===== src/rtl/circ_addr_pkg.sv =====
package circ_addr_pkg;
  localparam int unsigned ADDR_W_DEF  = 32;
  localparam int unsigned REV_BITS_DEF = 16;
  localparam int unsigned LEN_W_DEF   = 17;
  localparam int unsigned WIN_LSB_DEF = 24;
  localparam int unsigned WIN_W_DEF   = 4;
  localparam int unsigned MIN_EXPL_LEN = 4;

  typedef enum logic {
    MODE_CIRC = 1'b0,
    MODE_BREV = 1'b1
  } ptr_mode_e;
endpackage


===== src/rtl/circ_window.sv =====
module circ_window #(
  parameter int unsigned ADDR_W  = circ_addr_pkg::ADDR_W_DEF,
  parameter int unsigned LEN_W   = circ_addr_pkg::LEN_W_DEF,
  parameter int unsigned WIN_LSB = circ_addr_pkg::WIN_LSB_DEF,
  parameter int unsigned WIN_W   = circ_addr_pkg::WIN_W_DEF
) (
  input  logic [ADDR_W-1:0] ptr,
  input  logic [ADDR_W-1:0] mod_word,
  input  logic [ADDR_W-1:0] base,
  output logic [ADDR_W-1:0] win_start,
  output logic [ADDR_W-1:0] win_end,
  output logic [ADDR_W-1:0] win_len,
  output logic              explicit_sel
);
  localparam int unsigned SH_W = WIN_W + 1;

  // sign-extend the length field to the address width
  function automatic logic [ADDR_W-1:0] ext_len(input logic [ADDR_W-1:0] m);
    return {{(ADDR_W-LEN_W){m[LEN_W-1]}}, m[LEN_W-1:0]};
  endfunction

  // legacy window mask: 2^(w+2)-1 for w+2 > 0, else zero
  function automatic logic [ADDR_W-1:0] win_mask(input logic signed [WIN_W-1:0] w);
    logic signed [SH_W-1:0] sh;
    sh = SH_W'(w) + $signed(SH_W'(2));
    if (sh > 0) return (ADDR_W'(1) << sh[SH_W-2:0]) - ADDR_W'(1);
    return '0;
  endfunction

  logic signed [WIN_W-1:0] win_fld;
  logic [ADDR_W-1:0]       mask;

  always_comb begin
    win_fld      = mod_word[WIN_LSB +: WIN_W];
    win_len      = ext_len(mod_word);
    mask         = win_mask(win_fld);
    explicit_sel = (win_fld == '0) &&
                   ($signed(win_len) >= $signed(ADDR_W'(circ_addr_pkg::MIN_EXPL_LEN)));
    if (explicit_sel) begin
      win_start = base;
      win_end   = base + win_len;
    end else begin
      win_start = ptr & ~mask;
      win_end   = (ptr & ~mask) | win_len;
    end
  end
endmodule


===== src/rtl/circ_wrap.sv =====
module circ_wrap #(
  parameter int unsigned ADDR_W = circ_addr_pkg::ADDR_W_DEF
) (
  input  logic [ADDR_W-1:0] cand,
  input  logic [ADDR_W-1:0] win_start,
  input  logic [ADDR_W-1:0] win_end,
  input  logic [ADDR_W-1:0] win_len,
  output logic [ADDR_W-1:0] wrapped,
  output logic              wrap_hi,
  output logic              wrap_lo
);
  always_comb begin
    wrap_hi = (cand >= win_end);
    wrap_lo = !wrap_hi && (cand < win_start);
    if (wrap_hi)      wrapped = cand - win_len;
    else if (wrap_lo) wrapped = cand + win_len;
    else              wrapped = cand;
  end
endmodule


===== src/rtl/bit_rev.sv =====
module bit_rev #(
  parameter int unsigned ADDR_W   = circ_addr_pkg::ADDR_W_DEF,
  parameter int unsigned REV_BITS = circ_addr_pkg::REV_BITS_DEF
) (
  input  logic [ADDR_W-1:0] addr_in,
  output logic [ADDR_W-1:0] addr_out
);
  genvar g;
  generate
    for (g = 0; g < REV_BITS; g++) begin : g_mirror
      assign addr_out[g] = addr_in[REV_BITS-1-g];
    end
    if (ADDR_W > REV_BITS) begin : g_keep
      assign addr_out[ADDR_W-1:REV_BITS] = addr_in[ADDR_W-1:REV_BITS];
    end
  endgenerate
endmodule


===== src/rtl/circ_addr_gen.sv =====
module circ_addr_gen #(
  parameter int unsigned ADDR_W   = circ_addr_pkg::ADDR_W_DEF,
  parameter int unsigned REV_BITS = circ_addr_pkg::REV_BITS_DEF,
  parameter int unsigned LEN_W    = circ_addr_pkg::LEN_W_DEF,
  parameter int unsigned WIN_LSB  = circ_addr_pkg::WIN_LSB_DEF,
  parameter int unsigned WIN_W    = circ_addr_pkg::WIN_W_DEF
) (
  input  logic              clk,
  input  logic              rst_n,
  input  logic              in_valid,
  input  logic              in_mode,
  input  logic [ADDR_W-1:0] in_ptr,
  input  logic [ADDR_W-1:0] in_offset,
  input  logic [ADDR_W-1:0] in_mod,
  input  logic [ADDR_W-1:0] in_base,
  output logic              out_valid,
  output logic [ADDR_W-1:0] out_ptr
);
  localparam logic [ADDR_W-1:0] ADDR_MAX = '1;

  logic [ADDR_W-1:0] cand, win_start, win_end, win_len;
  logic [ADDR_W-1:0] wrapped, reversed, next_ptr;
  logic              explicit_sel, wrap_hi, wrap_lo;
  logic [ADDR_W-1:0] off_mag;
  logic              off_small, ptr_in_win, win_safe;

  assign cand = in_ptr + in_offset;

  circ_window #(.ADDR_W(ADDR_W), .LEN_W(LEN_W), .WIN_LSB(WIN_LSB), .WIN_W(WIN_W)) u_window (
    .ptr(in_ptr), .mod_word(in_mod), .base(in_base),
    .win_start(win_start), .win_end(win_end), .win_len(win_len),
    .explicit_sel(explicit_sel)
  );

  circ_wrap #(.ADDR_W(ADDR_W)) u_wrap (
    .cand(cand), .win_start(win_start), .win_end(win_end), .win_len(win_len),
    .wrapped(wrapped), .wrap_hi(wrap_hi), .wrap_lo(wrap_lo)
  );

  bit_rev #(.ADDR_W(ADDR_W), .REV_BITS(REV_BITS)) u_brev (
    .addr_in(in_ptr), .addr_out(reversed)
  );

  assign next_ptr = (in_mode == circ_addr_pkg::MODE_BREV) ? reversed : wrapped;

  always_ff @(posedge clk or negedge rst_n) begin
    if (!rst_n) begin
      out_valid <= 1'b0;
      out_ptr   <= '0;
    end else begin
      out_valid <= in_valid;
      if (in_valid) out_ptr <= next_ptr;
    end
  end

  // named conditions used only by the checks below
  assign off_mag    = in_offset[ADDR_W-1] ? (~in_offset + ADDR_W'(1)) : in_offset;
  assign off_small  = off_mag <= win_len;
  assign ptr_in_win = (in_ptr >= win_start) && (in_ptr < win_end);
  assign win_safe   = (win_start >= win_len) && (win_end > win_start) &&
                      (win_end <= ADDR_MAX - win_len);

  assert_valid_rise_R2: assert property (@(posedge clk) disable iff (!rst_n)
    in_valid |=> out_valid);
  assert_valid_fall_R2: assert property (@(posedge clk) disable iff (!rst_n)
    !in_valid |=> !out_valid);
  assert_hold_idle_R2: assert property (@(posedge clk) disable iff (!rst_n)
    !in_valid |=> $stable(out_ptr));
  assert_brev_upper_R8: assert property (@(posedge clk) disable iff (!rst_n)
    (in_valid && in_mode) |=> out_ptr[ADDR_W-1:REV_BITS] == $past(in_ptr[ADDR_W-1:REV_BITS]));
  assert_lands_in_window_R7: assert property (@(posedge clk) disable iff (!rst_n)
    (in_valid && !in_mode && explicit_sel && ptr_in_win && off_small && win_safe)
      |=> (out_ptr >= $past(win_start)) && (out_ptr < $past(win_end)));
endmodule


===== config.mk =====
export PLATFORM = sky130hd
export DESIGN_NAME = circ_addr_gen
export DESIGN_NICKNAME = d
export VERILOG_FILES = /design/src/rtl/circ_addr_pkg.sv /design/src/rtl/circ_window.sv /design/src/rtl/circ_wrap.sv /design/src/rtl/bit_rev.sv /design/src/rtl/circ_addr_gen.sv
export SDC_FILE = /design/constraint.sdc
export NUM_CORES = 1
export LEC_CHECK = 0
export BUFFER_PORTS_ARGS = -buffer_cell sky130_fd_sc_hd__buf_2
export CORE_AREA = 2 2 108 215
export CTS_BUF_LIST = sky130_fd_sc_hd__clkbuf_2
export DETAILED_ROUTE_END_ITERATION = 8
export DIE_AREA = 0 0 110 217
export GPL_ROUTABILITY_DRIVEN = 0
export MAX_ROUTING_LAYER = met4
export PLACE_DENSITY = 0.76
export SYNTH_ARGS = -nofsm -noshare
export SYNTH_HDL_FRONTEND = slang
export SYNTH_HIERARCHICAL = 1
export SYNTH_SLANG_ARGS = --single-unit

===== constraint.sdc =====
create_clock -name clk -period 1.1 [get_ports clk]
set_input_delay 0.22 -clock clk [delete_from_list [all_inputs] [get_ports clk]]
set_output_delay 0.22 -clock clk [all_outputs]
set_load 0.02 [all_outputs]

==> results of run 1 <==
## layer usage
metal,GRT overflow,global-route usage
met4,57,0.805
met5,-,-
met2,121,0.931
met1,9,0.786
met3,15,0.697
## cell families after synthesis
group / after synthesis
AOI/OAI and AO/OA: 614
xor gates and xnor gates: 63
adders and majority gates: 200
buffers and inverters: 289
DFF: 33
muxes: 38
and+or+nand+nor: 472
## per-stage QoR
step           hold slack, ns  instance area [µm²]  instances  TNS [ns]
2_1_floorplan         -0.0756                12800       1709   -101.24
3_3_place_gp            0.253                17200       2551   -117.17
3_5_place_dp            0.262                17200       2551   -125.94
4_1_cts                 0.168                18500       2610   -104.92
## synthesized netlist by cell type, drive strengths merged (12+ instances only)
cell	n	area [µm²]
nand2b	20	125
o21ai	99	495
nor2	128	483
o211ai	16	120
or3	12	76.3
buf	89	603
clkbuf	56	220
inv	143	537
mux2i	37	370
a31oi	19	134
nand2	156	588
a211oi	27	208
o22ai	12	75.1
o31ai	17	133
a22oi	22	165
xnor2	38	333
o21bai	26	195
a21oi	178	906
nor2b	12	75.1
dfrtp	33	826
a21o	72	543
nor3	23	120
o21a	20	150
nand4	30	188
xor2	25	219
nand3	30	150
ha	196	2450
## timing repair
action	CTS
buffers inserted	50
endpoints found under the hold margin	33
setup endpoints to repair	65
gates cloned	5
gates resized for setup	166
hold buffers	1
pin swaps	91
==> impl_results.md, run 1 <==
- Gr usage total: 0.814
- Die height: 217 µm
- Post-Synth XOR/XNOR Area: 0.0457
- Main combinational cell family by area after synthesis: compound AO/OA/AOI/OAI gates
- Detailed placement HPWL: 40200 µm
- Congestion Overflow GR: 202
- Post-Syn Instances: 1709
- Synth Warn #: 6
- Sequential area share after synthesis: 0.0684
- Count of cell types in the netlist: 101
- Area share of fa/ha/maj cells after synthesis: 0.210
- Err: [ERROR GRT-0232] Routing congestion too high. Check the congestion heatmap in the GUI.
- Fraction of the mapped netlist area in compound gates: 0.342
- Die outline width: 110 µm
- Worst_ep kind: register input
- EDFF count, synth: 0
- Pre-CTS setup slack: -4.15 ns
- I/O Pins: 165
- PortBufs: 153
- H-tree depth: 2
- Num rows: 78
- Root Driver: clkbuf_2
- Post-synthesis mux area share: 0.0316
- Post-synthesis simple-gate area fraction: 0.190
- Mapped Area: 12100 µm²
- Starting Density: 0.540
- Mapped Nets: 2041
- TritonCTS buffer count: 5
- GRT worst endpoint: out_ptr[31]$_DFFE_PN0P_/D
- Ys flop type: dfrtp_1
- Status: stopped before the end
- Register bit count reported by yosys: 33
- Clk sink count: 33
- FFs w/ async S/R, synth: 1.00
- Exit stage: 5_1_grt
- Longest Clk Path Bufs: 2
- Largest net degree at the start of global routing: 66
- Syn Area/Cell: 7.07 µm²
==> inputs of run 2 (changes only) <==
--- a/config.mk
+++ b/config.mk
@@ -6,13 +6,11 @@
 export NUM_CORES = 1
 export LEC_CHECK = 0
 export BUFFER_PORTS_ARGS = -buffer_cell sky130_fd_sc_hd__buf_2
-export CORE_AREA = 2 2 108 215
-export CTS_BUF_LIST = sky130_fd_sc_hd__clkbuf_2
+export CORE_AREA = 2 2 177 179
 export DETAILED_ROUTE_END_ITERATION = 8
-export DIE_AREA = 0 0 110 217
+export DIE_AREA = 0 0 179 181
 export GPL_ROUTABILITY_DRIVEN = 0
-export MAX_ROUTING_LAYER = met4
-export PLACE_DENSITY = 0.76
+export PLACE_DENSITY_LB_ADDON = 0.15
 export SYNTH_ARGS = -nofsm -noshare
 export SYNTH_HDL_FRONTEND = slang
 export SYNTH_HIERARCHICAL = 1
==> run 2 against run 1 <==
Net effect:
- the flow now finishes, with violations (setup timing)
- synthesized cell count unchanged
- synthesized area unchanged
==> impl_results.md, run 2 <==
- Status: finished with violations
- Failing checks: setup timing
- Drt wl/cell: 18.8 µm
- Critical Path Start: in_offset[0]
- Crit. End Element: flip-flop
- Worst R2R Start: out_ptr[31]
- FFs w/ async S/R, synth: 1.00 (unchanged)
- Min cycle time layout: 4.62 ns
- Sequential Power Share: 0.069
- WP buf/inv: 5
- Kind of critical path: input pin to flip-flop
- Register bit count reported by yosys: 33 (unchanged)
- Hold_sp: in_valid
- TritonCTS buffer count: 5 (unchanged)
- Most frequent cells in the layout: 563 x buf_4, 159 x ha_1, 154 x a21oi_1
- Num rows: 64 (-18%)
- Clk pwr share: 0.064
- Final Non-Filler Cells: 2731
- Mapped Nets: 2041 (unchanged)
- Worst-path clk slew: 0.06 ns
- CP Depth: 24
- Max reg flops: 32
- Top delay family on crit path: compound AO/OA/AOI/OAI gates
- Vias in the first global route: 15100
- Core area: 30300 µm²
- Top cells by area, synth: ha_1 20%, a21oi_1 7.3%, dfrtp_1 6.8%
- Hold path depth: 2
- Slew HR: 0.590
- Largest Register: out_ptr
- Count of cell types in the netlist: 101 (unchanged)
- Setup slack after layout: -3.52 ns
- PD cells: 1350 nW/µm²
- M2 GR Usage: 0.496
- Dpl cells: 2675 (+4.9%)
- Most used cell, CP: buf_4
- Share of cells above drive strength 1: 0.428
- Leak pwr: 0.00960 µW
- Worst Path Max Fanout: 4
- Switching Fraction: 0.470
- Synthesis-to-layout area growth: 58.3%
- Hold Crit Class: input pin to flip-flop
- Final hold vios: 0
- Worst EP required: 1.26 ns
- Starting Density: 0.398 (-0.142)
- Post-Syn Instances: 1709 (unchanged)
- Antenna diodes: 0
- PortBufs: 153 (unchanged)
- Fill count: 2704
- Initial antenna violation count: 0
- First-iteration detailed-routing DRC count: 1135
- Syn Area/Cell: 7.07 µm² (unchanged)
- Die height: 181 µm (-17%)
- DRT antenna net count: 0
- Congestion Overflow GR: 0
- Clk_lat worst skew: 0.28 ns
- Longest Clk Path Bufs: 2 (unchanged)
- Layer with the highest usage: met2
- Final setup violation count: 32
- Largest net degree at the start of global routing: 36
- CP max-delay cell: or3_4
- Detailed placement HPWL: 42200 µm (+5.0%)
- Synth top area share: 0.203 (unchanged)
- Category of the worst setup path launch point: input pin
- Vias: 15400
- Most common cell in the netlist: ha_1
- FF-to-FF path depth: 3
- Crit share post-route: 4.20
- Met1 GRT Util: 0.428
- CP cell instances: buf_6 > ha_4 > fa_2 > a21o_1 > a31o_4 > nand4_1 > buf_4 > a211oi_4 > a211oi_2 > buf_4 > xnor2_1 > buf_4 > ha_1 > inv_1 > nand4_1 > nand2b_4 > or3_4 > a211o_1 > a211oi_2 > o31a_1 > o32ai_2 > xnor2_1 > mux2i_1 > a21oi_1
- Internal Power: 13600 µW
- Commonest non-fill, non-tap cell in the layout: buf_4
- First-pass GRT wire length: 79500 µm
- Die area: 32400 µm²
- CTS tree: done
- Ys flop type: dfrtp_1
- EDFF count, synth: 0 (unchanged)
- Synth Warn #: 6 (unchanged)
- Clk sink count: 33 (unchanged)
- Fin. max-slew vios: 0
- DR pass1 iterations: 6
- Routed WL: 51300 µm
- Unrepaired setup endpoints after global routing: yes
- Peak supply drop: 0.000723 V
- Setup_tns: -107.94 ns
- Crit path DAT: 4.78 ns
- NetSw: 12100 µW
- Vias per std cell: 5.64
- Max Clock Freq: 216 MHz
- Met3 GRT Util: 0.0404
- H-tree depth: 2 (unchanged)
- Worst path max stage delay: 0.35 ns
- Top Registers: out_ptr (32), out_valid (1)
- Skew final: 0 ns
- Worst-margin pin slew: 0.616 ns
- # nets final: 2666
- DRC viols: 0
- Sequential area share after synthesis: 0.0684 (unchanged)
- I/O Pins: 165 (unchanged)
- Comb pwr share: 0.867
- Mapped Area: 12100 µm² (unchanged)
- Max Cap Viol: 0
- Commonest cells post-synth: 196 x ha_1, 176 x a21oi_1, 155 x nand2_1, 138 x inv_1, 127 x nor2_1
- Die outline width: 179 µm (+63%)
- Root Driver: clkbuf_16
- Gr usage total: 0.308
- Post-synth top area cell: ha_1
[run 2: cell counts after synthesis]
Identical to the previous run, type by type.
[run 2: cells by family (layout without fill, tap and decap cells)]
group	after synthesis	count (layout)	synth area share
buffers and inverters	289	915	0.113
xor gates and xnor gates	63	63	0.0457
and+or+nand+nor	472	472	0.190
AOI/OAI and AO/OA	614	614	0.342
DFF	33	33	0.0684
adders and majority gates	200	200	0.210
muxes	38	38	0.0316
[run 2: layout make-up]
type | count | area, µm² | share of cell area
flip-flops and latches | 33 | 826 | 0.0432
multi-input cells | 1387 | 11300 | 0.591
inverters | 144 | 548 | 0.0287
repair buffers | 763 | 5770 | 0.302
clock inverters | 3 | 46.3 | 0.00242
clock buffers | 5 | 125 | 0.00655
well taps | 396 | 495 | 0.0259
[run 2: path summary, 6_finish.rpt]
kind | to | slack, ns
min in group asynchronous | out_ptr[8] | 0.42
max in group asynchronous | out_ptr[27] | 0.49
max | out_ptr[31] | -3.52
min reg2reg | out_ptr[14] | 0.51
min | out_valid | 0.29
max reg2reg | out_ptr[31] | 0.29
[run 2: worst register-to-register path, cell delays in order, from the launching register on]
cell and delay (ns):
dfrtp_1 0.42, buf_4 0.15, nor2_1 0.08, a21oi_1 0.05
[run 2: what timing repair did]
item	in CTS	in global routing
setup endpoints to repair	32	34
hold endpoints to repair	33	0
setup buffers	36	13
hold buffers	1	0
cloned	5	0
gates resized for setup	151	60
pin swaps	103	36
[run 2: power groups by stage]
stage / logic, µW / clock network (µW) / registers (µW)
floorplan: 10500 / 0 / 2240
global placement: 18300 / 0 / 1790
detailed placement: 18700 / 0 / 1800
CTS: 21200 / 1660 / 1780
global route: 23800 / 1730 / 1830
finish: 22300 / 1640 / 1770
[run 2: metal layers]
layer | part of all wire | wire length, µm | vias up
met4 | 0.032 | 1620 | 0
met3 | 0.082 | 4230 | 122
li1 | - | - | 7436
met1 | 0.44 | 22800 | 7175
met2 | 0.44 | 22700 | 665
met5 | 0 | 0 | -
[run 2: stage by stage]
stage	setup slack (ns)	area, µm²	utilization	hold WS [ns]	total power [µW]
after global routing	-3.64	19100	0.630	0.300	27400
after CTS	-3.44	18700	0.618	0.294	24700
after detailed placement	-4.10	17500	0.576	0.192	20500
after floorplan	-3.45	12800	-	-0.0756	12700
final	-3.52	19100	0.630	0.294	25700
after global placement	-4.10	17500	0.576	0.191	20100
(Power assumes the default switching activity.)
==> inputs of run 3 (changes only) <==
==> constraint.sdc (replaced) <==
create_clock -name clk -period 5.6 [get_ports clk]
set_input_delay 1.12 -clock clk [delete_from_list [all_inputs] [get_ports clk]]
set_output_delay 1.12 -clock clk [all_outputs]
set_load 0.02 [all_outputs]
==> run 3 against run 2 <==
Net effect:
- the run still ends with setup timing left
- routed wire length down 6.9%
- count of clock-buffer cells in the layout increased by 2
- global-route usage shrank 2.8 points
- clock skew did not move
- final cell count shrank 4.6%
- sequential power shrank 81%
- first-iteration DRC count decreased by 16%
- via count fell by 4.8%
- sequential cell count did not move
- clock power fell by 81%
- largest cell class unchanged
==> impl_results.md, run 3 (synthesis gave the netlist of run 2 again) <==
- Core area: 30300 µm² (unchanged)
- CTS tree: done
- Slew HR: 0.290 (-0.299)
- TritonCTS buffer count: 5 (unchanged)
- Status: finished with violations
- Fin. max-slew vios: 0 (unchanged)
- Final setup violation count: 1 (-97%)
- Crit. End Element: flip-flop
- Top Registers: out_ptr (32), out_valid (1)
- Antenna diodes: 0 (unchanged)
- Root Driver: clkbuf_16
- Final Non-Filler Cells: 2606 (-4.6%)
- Detailed placement HPWL: 39800 µm (-5.7%)
- Longest Clk Path Bufs: 2 (unchanged)
- Failing checks: setup timing
- Fill count: 2869 (+6.1%)
- Dpl cells: 2567 (-4.0%)
- Category of the worst setup path launch point: input pin
- Gr usage total: 0.280 (-0.0282)
- Final hold vios: 0 (unchanged)
- Leak pwr: 0.00887 µW (-7.6%)
- Clk sink count: 33 (unchanged)
- Die outline width: 179 µm (unchanged)
- Vias: 14700 (-4.8%)
- Vias in the first global route: 13800 (-8.3%)
- Largest Register: out_ptr
- Hold Crit Class: flip-flop to flip-flop
- Most frequent cells in the layout: 463 x buf_4, 176 x ha_1, 154 x a21oi_1
- DRT antenna net count: 0 (unchanged)
- I/O Pins: 165 (unchanged)
- Crit path DAT: 5.81 ns (+1.03 ns)
- First-pass GRT wire length: 72000 µm (-9.4%)
- Die height: 181 µm (unchanged)
- Unrepaired setup endpoints after global routing: yes
- Share of cells above drive strength 1: 0.369 (-0.0591)
- Pre-CTS setup slack: -0.624 ns (+3.48 ns)
- Congestion Overflow GR: 0 (unchanged)
- Vias per std cell: 5.63 (-0.21%)
- Drt wl/cell: 18.3 µm (-2.4%)
- Register area: 826 µm² (unchanged)
- Commonest non-fill, non-tap cell in the layout: buf_4
- Worst EP required: 5.79 ns (+4.53 ns)
- Max Clock Freq: 178 MHz
- PortBufs: 153 (unchanged)
- PD cells: 259 nW/µm² (-81%)
- Crit share post-route: 1.00
- Worst Path Max Fanout: 5 (+1)
- Max reg flops: 32 (unchanged)
- Kind of critical path: input pin to flip-flop
- Synthesis-to-layout area growth: 44.8%
- Setup slack after layout: -0.0185 ns (+3.50 ns)
- Worst-margin pin slew: 1.06 ns (+0.449 ns)
- Worst-path clk slew: 0.05 ns (about the same)
- Num rows: 64 (unchanged)
- Routed WL: 47800 µm (-6.9%)
- First-iteration detailed-routing DRC count: 949 (-16%)
- Peak supply drop: 0.000129 V (-82%)
- DR pass1 iterations: 5 (-1)
- # nets final: 2541 (-4.7%)
- Skew final: 0 ns (unchanged)
- Clk_lat worst skew: 0.27 ns (about the same)
- Die area: 32400 µm² (unchanged)
- Largest net degree at the start of global routing: 66 (+83%)
- Min cycle time layout: 5.62 ns
- Max Cap Viol: 0 (unchanged)
- DRC viols: 0 (unchanged)
- H-tree depth: 2 (unchanged)
- Initial antenna violation count: 1 (+1)
- Multi-input logic area: 10800 µm² (-4.4%)
- Starting Density: 0.398 (unchanged)
run 3: cell count changes in the layout (fill, tap and decap cells not counted), sizes merged:
cell,delta
buf,-126
clkbuf,+4
clkinv,-1
clkinvlp,-1
dlygate4sd3,-1
run 3: critical path, stage by stage:
cell and delay, ns:
buf_8 0.10, ha_4 0.16, fa_2 0.36, a21o_1 0.21
a31o_4 0.24, nand4_1 0.13, o221ai_4 0.18, a211o_1 0.34
a21oi_2 0.18, xnor2_2 0.16, ha_1 0.30, a21o_1 0.20
a21oi_2 0.19, nand4bb_4 0.15, nor3_4 0.23, nor2_2 0.07
a211o_4 0.37, buf_6 0.14, or3_1 0.30, mux2_4 0.26
o211ai_1 0.09, mux2i_1 0.14, a21oi_1 0.19
run 3: layout make-up:
class	count	area share
tap	396	0.0283
inverter	144	0.0312
timing repair buffer	638	0.265
sequential	33	0.0472
multi-input combinational	1387	0.618
clock buffer	7	0.00816
clock inverter	1	0.00172
run 3: what timing repair did:
item	4_1_cts	5_1_grt
cloned	0	2
hold buffers	0	0
endpoints found under the hold margin	0	0
gates resized for setup	74	118
setup buffers	9	20
setup endpoints to repair	30	31
pin swaps	42	71
run 3: routing by layer:
layer  GRT usage  vias to the layer above  share of wire
li1            -                     7205              -
met1       0.409                     6828           0.47
met2       0.434                      518           0.43
met3      0.0181                      111          0.066
met4      0.0898                        0          0.037
met5           0                        -              0
run 3: worst paths after layout:
path,slack (ns),cells past startpoint,to,from
setup / recovery,-0.02,23,out_ptr[28],in_ptr[0]
hold / removal,0.51,2,out_ptr[26],out_ptr[26]
setup reg to reg,4.89,2,out_ptr[22],out_ptr[22]
hold reg to reg,0.51,2,out_ptr[26],out_ptr[26]
max in group asynchronous,4.24,1,out_ptr[23],rst_n
min in group asynchronous,0.89,1,out_ptr[10],rst_n
run 3: stage by stage:
step	TNS [ns]	area [µm²]	hold WS [ns]	util	total power (µW)
finish	-0.0185	17500	0.513	0.576	4530
global route	-1.16	17500	0.534	0.576	4860
CTS	-0.00469	16700	0.522	0.549	4210
detailed placement	-16.06	16100	0.509	0.529	3770
global placement	-13.16	16100	0.498	0.529	3720
floorplan	0	12100	0.623	-	2290
run 3: report_power, final:
| group | total (µW) | switching, µW | internal, µW |
|---|---|---|---|
| Combinational | 3870 | 2030 | 1850 |
| Sequential | 345 | 34.8 | 310 |
| Clock | 311 | 89.8 | 222 |
==> inputs of run 4 (changes only) <==
--- a/config.mk
+++ b/config.mk
@@ -6,9 +6,9 @@
 export NUM_CORES = 1
 export LEC_CHECK = 0
 export BUFFER_PORTS_ARGS = -buffer_cell sky130_fd_sc_hd__buf_2
-export CORE_AREA = 2 2 177 179
+export CORE_AREA = 2 2 198 161
 export DETAILED_ROUTE_END_ITERATION = 8
-export DIE_AREA = 0 0 179 181
+export DIE_AREA = 0 0 200 163
 export GPL_ROUTABILITY_DRIVEN = 0
 export PLACE_DENSITY_LB_ADDON = 0.15
 export SYNTH_ARGS = -nofsm -noshare
==> run 4 against run 3 <==
Net effect:
- the flow now finishes without violations
- final cell count grew 0.84%
- count of clock-buffer cells in the layout shrank 1
- register-to-register slack is essentially flat
- sequential power is essentially flat
- critical path type unchanged
- critical endpoint is now out_ptr[21]
- largest power group unchanged
- highest routed layer unchanged
==> impl_results.md, run 4 (synthesis gave the netlist of run 2 again) <==
- Largest net degree at the start of global routing: 66 (unchanged)
- Final hold vios: 0 (unchanged)
- Fin. max-slew vios: 0 (unchanged)
- Pre-CTS setup slack: -0.691 ns (-0.0665 ns)
- Drt wl/cell: 18.8 µm (+2.3%)
- Final setup violation count: 0 (-1)
- Hold path depth: 2 (unchanged)
- Most frequent cells in the layout: 469 x buf_4, 175 x ha_1, 152 x nand2_1
- Final hold slack: 0.514 ns (+0.00106 ns)
- Vias: 14700 (-0.020%)
- DRC viols: 0 (unchanged)
- Routed WL: 49300 µm (+3.1%)
- Die area: 32600 µm² (+0.62%)
- Kind of critical path: input pin to flip-flop
- Flop-to-flop setup slack: 4.89 ns (about the same)
- Post-route design area: 17500 µm² (-0.17%)
- Gr usage total: 0.293 (+0.0127)
- Root Driver: clkbuf_16
- Synthesis-to-layout area growth: 44.5%
- Placed cell area: 16100 µm² (about the same)
- FF-to-FF path depth: 2 (unchanged)
- Max Clock Freq: 179 MHz (+0.39%)
- Starting Density: 0.392 (-0.00636)
- Top Registers: out_ptr (32), out_valid (1)
- Unrepaired setup endpoints after global routing: yes
- Max reg flops: 32 (unchanged)
- Worst R2R Start: out_ptr[22]
- WP buf/inv: 5 (+3)
- Final Non-Filler Cells: 2628 (+0.84%)
- Worst path max stage delay: 0.37 ns (about the same)
- Congestion Overflow GR: 0 (unchanged)
- Num rows: 58 (-9.4%)
- Min cycle time layout: 5.60 ns (-0.0217 ns)
- Vias per std cell: 5.58 (-0.86%)
- CP max-delay cell: o311ai_4
- Worst Path Max Fanout: 8 (+3)
- Crit. End Element: flip-flop
- Hold_sp: out_ptr[26]
- Total power: 4470 µW (-1.2%)
- Initial antenna violation count: 1 (unchanged)
- PD cells: 256 nW/µm² (-1.1%)
- PortBufs: 153 (unchanged)
- Peak supply drop: 0.000132 V (+2.1%)
- Die height: 163 µm (-9.9%)
- Worst-path clk slew: 0.05 ns (about the same)
- # nets final: 2539 (-0.079%)
- Critical Path Start: in_ptr[0]
- Die outline width: 200 µm (+12%)
- Longest Clk Path Bufs: 2 (unchanged)
- Top delay family on crit path: compound AO/OA/AOI/OAI gates
- Reg2reg end: out_ptr[22]
- I/O Pins: 165 (unchanged)
- Hold Path Sink: out_ptr[26]
- H-tree depth: 2 (unchanged)
- Clk_lat worst skew: 0.28 ns (about the same)
- Status: completed
- Largest Register: out_ptr
- Most used cell, CP: buf_4
- Share of cells above drive strength 1: 0.376 (+0.00758)
- Detailed placement HPWL: 41300 µm (+3.7%)
- Hold Crit Class: flip-flop to flip-flop
- Commonest non-fill, non-tap cell in the layout: buf_4
- First-iteration detailed-routing DRC count: 1522 (+60%)
- Worst EP required: 5.71 ns (-0.08 ns)
- Leak pwr: 0.00883 µW (-0.44%)
- First-pass GRT wire length: 74600 µm (+3.6%)
- DR pass1 iterations: 8 (+3)
- Skew final: 0 ns (unchanged)
- DRT antenna net count: 0 (unchanged)
- Category of the worst setup path launch point: input pin
- Max Cap Viol: 0 (unchanged)
- TritonCTS buffer count: 5 (unchanged)
- Vias in the first global route: 13800 (-0.52%)
- Crit path DAT: 5.71 ns (-0.10 ns)
- CTS tree: done
- # hold bufs at CTS: 0 (unchanged)
- Crit share post-route: 0.999 (-0.00388)
- Clk sink count: 33 (unchanged)
- Worst-margin pin slew: 1.09 ns (+0.0288 ns)
- Dpl cells: 2594 (+1.1%)
- Antenna diodes: 0 (unchanged)
- Core area: 30800 µm² (+1.6%)
- Setup slack after layout: 0.00318 ns (+0.0217 ns)
- Slew HR: 0.271 (-0.0192)
==> run 4: cell count changes in the layout (fill, tap and decap cells not counted), moves of 3 or more <==
cell,change
a21oi_2,+9
xnor2_1,-3
buf_12,-6
o21ai_1,+6
a211oi_1,-3
buf_4,+6
a21oi_1,-8
nor3_2,-4
o21ai_0,-4
nor3_1,+4
==> run 4: per-stage QoR <==
step / utilization / setup TNS (ns)
after floorplan: - / 0
after global placement: 0.520 / -13.74
after detailed placement: 0.520 / -15.75
after CTS: 0.539 / -0.0222
after global routing: 0.566 / -2.12
final: 0.566 / 0
==> run 4: power breakdown <==
group / internal, µW / switching [µW]
sequential: 310 / 34.7
clock: 163 / 92.4
combinational: 1810 / 2060
total: 2290 / 2190
==> run 4: worst max-delay path by stage <==
stage	end	cells after the start
after floorplan	out_ptr[28]	25
after global placement	out_ptr[31]	24
after detailed placement	out_ptr[31]	24
after CTS	out_ptr[31]	23
after global routing	out_ptr[28]	23
final	out_ptr[21]	26
==> run 4: final cells by class <==
| class | count | area, µm² |
|---|---|---|
| clock buffers | 6 | 129 |
| clock inverters | 2 | 10.0 |
| fillers | 2957 | 13400 |
| inverters | 144 | 546 |
| multi-input cells | 1387 | 10900 |
| flip-flops and latches | 33 | 826 |
| well taps | 420 | 526 |
| repair buffers | 636 | 4510 |
==> run 4: metal layers <==
metal / global-route usage / up-vias / share of wire
met5: 0 / - / 0
met4: 0.0549 / 0 / 0.019
met3: 0.0232 / 58 / 0.075
met2: 0.440 / 589 / 0.41
met1: 0.451 / 6809 / 0.50
li1: - / 7203 / -
==> run 4: worst reg2reg max path: stages (launching register included) <==
cell	delay, ns
dfrtp_1	0.37
nor2_1	0.12
a21oi_1	0.06
==> run 4: timing repair <==
item / 4_1_cts / 5_1_grt
cloned: 0 / 0
pin swaps: 41 / 102
gates resized for setup: 64 / 156
setup endpoints to repair: 31 / 32
buffers inserted: 10 / 17
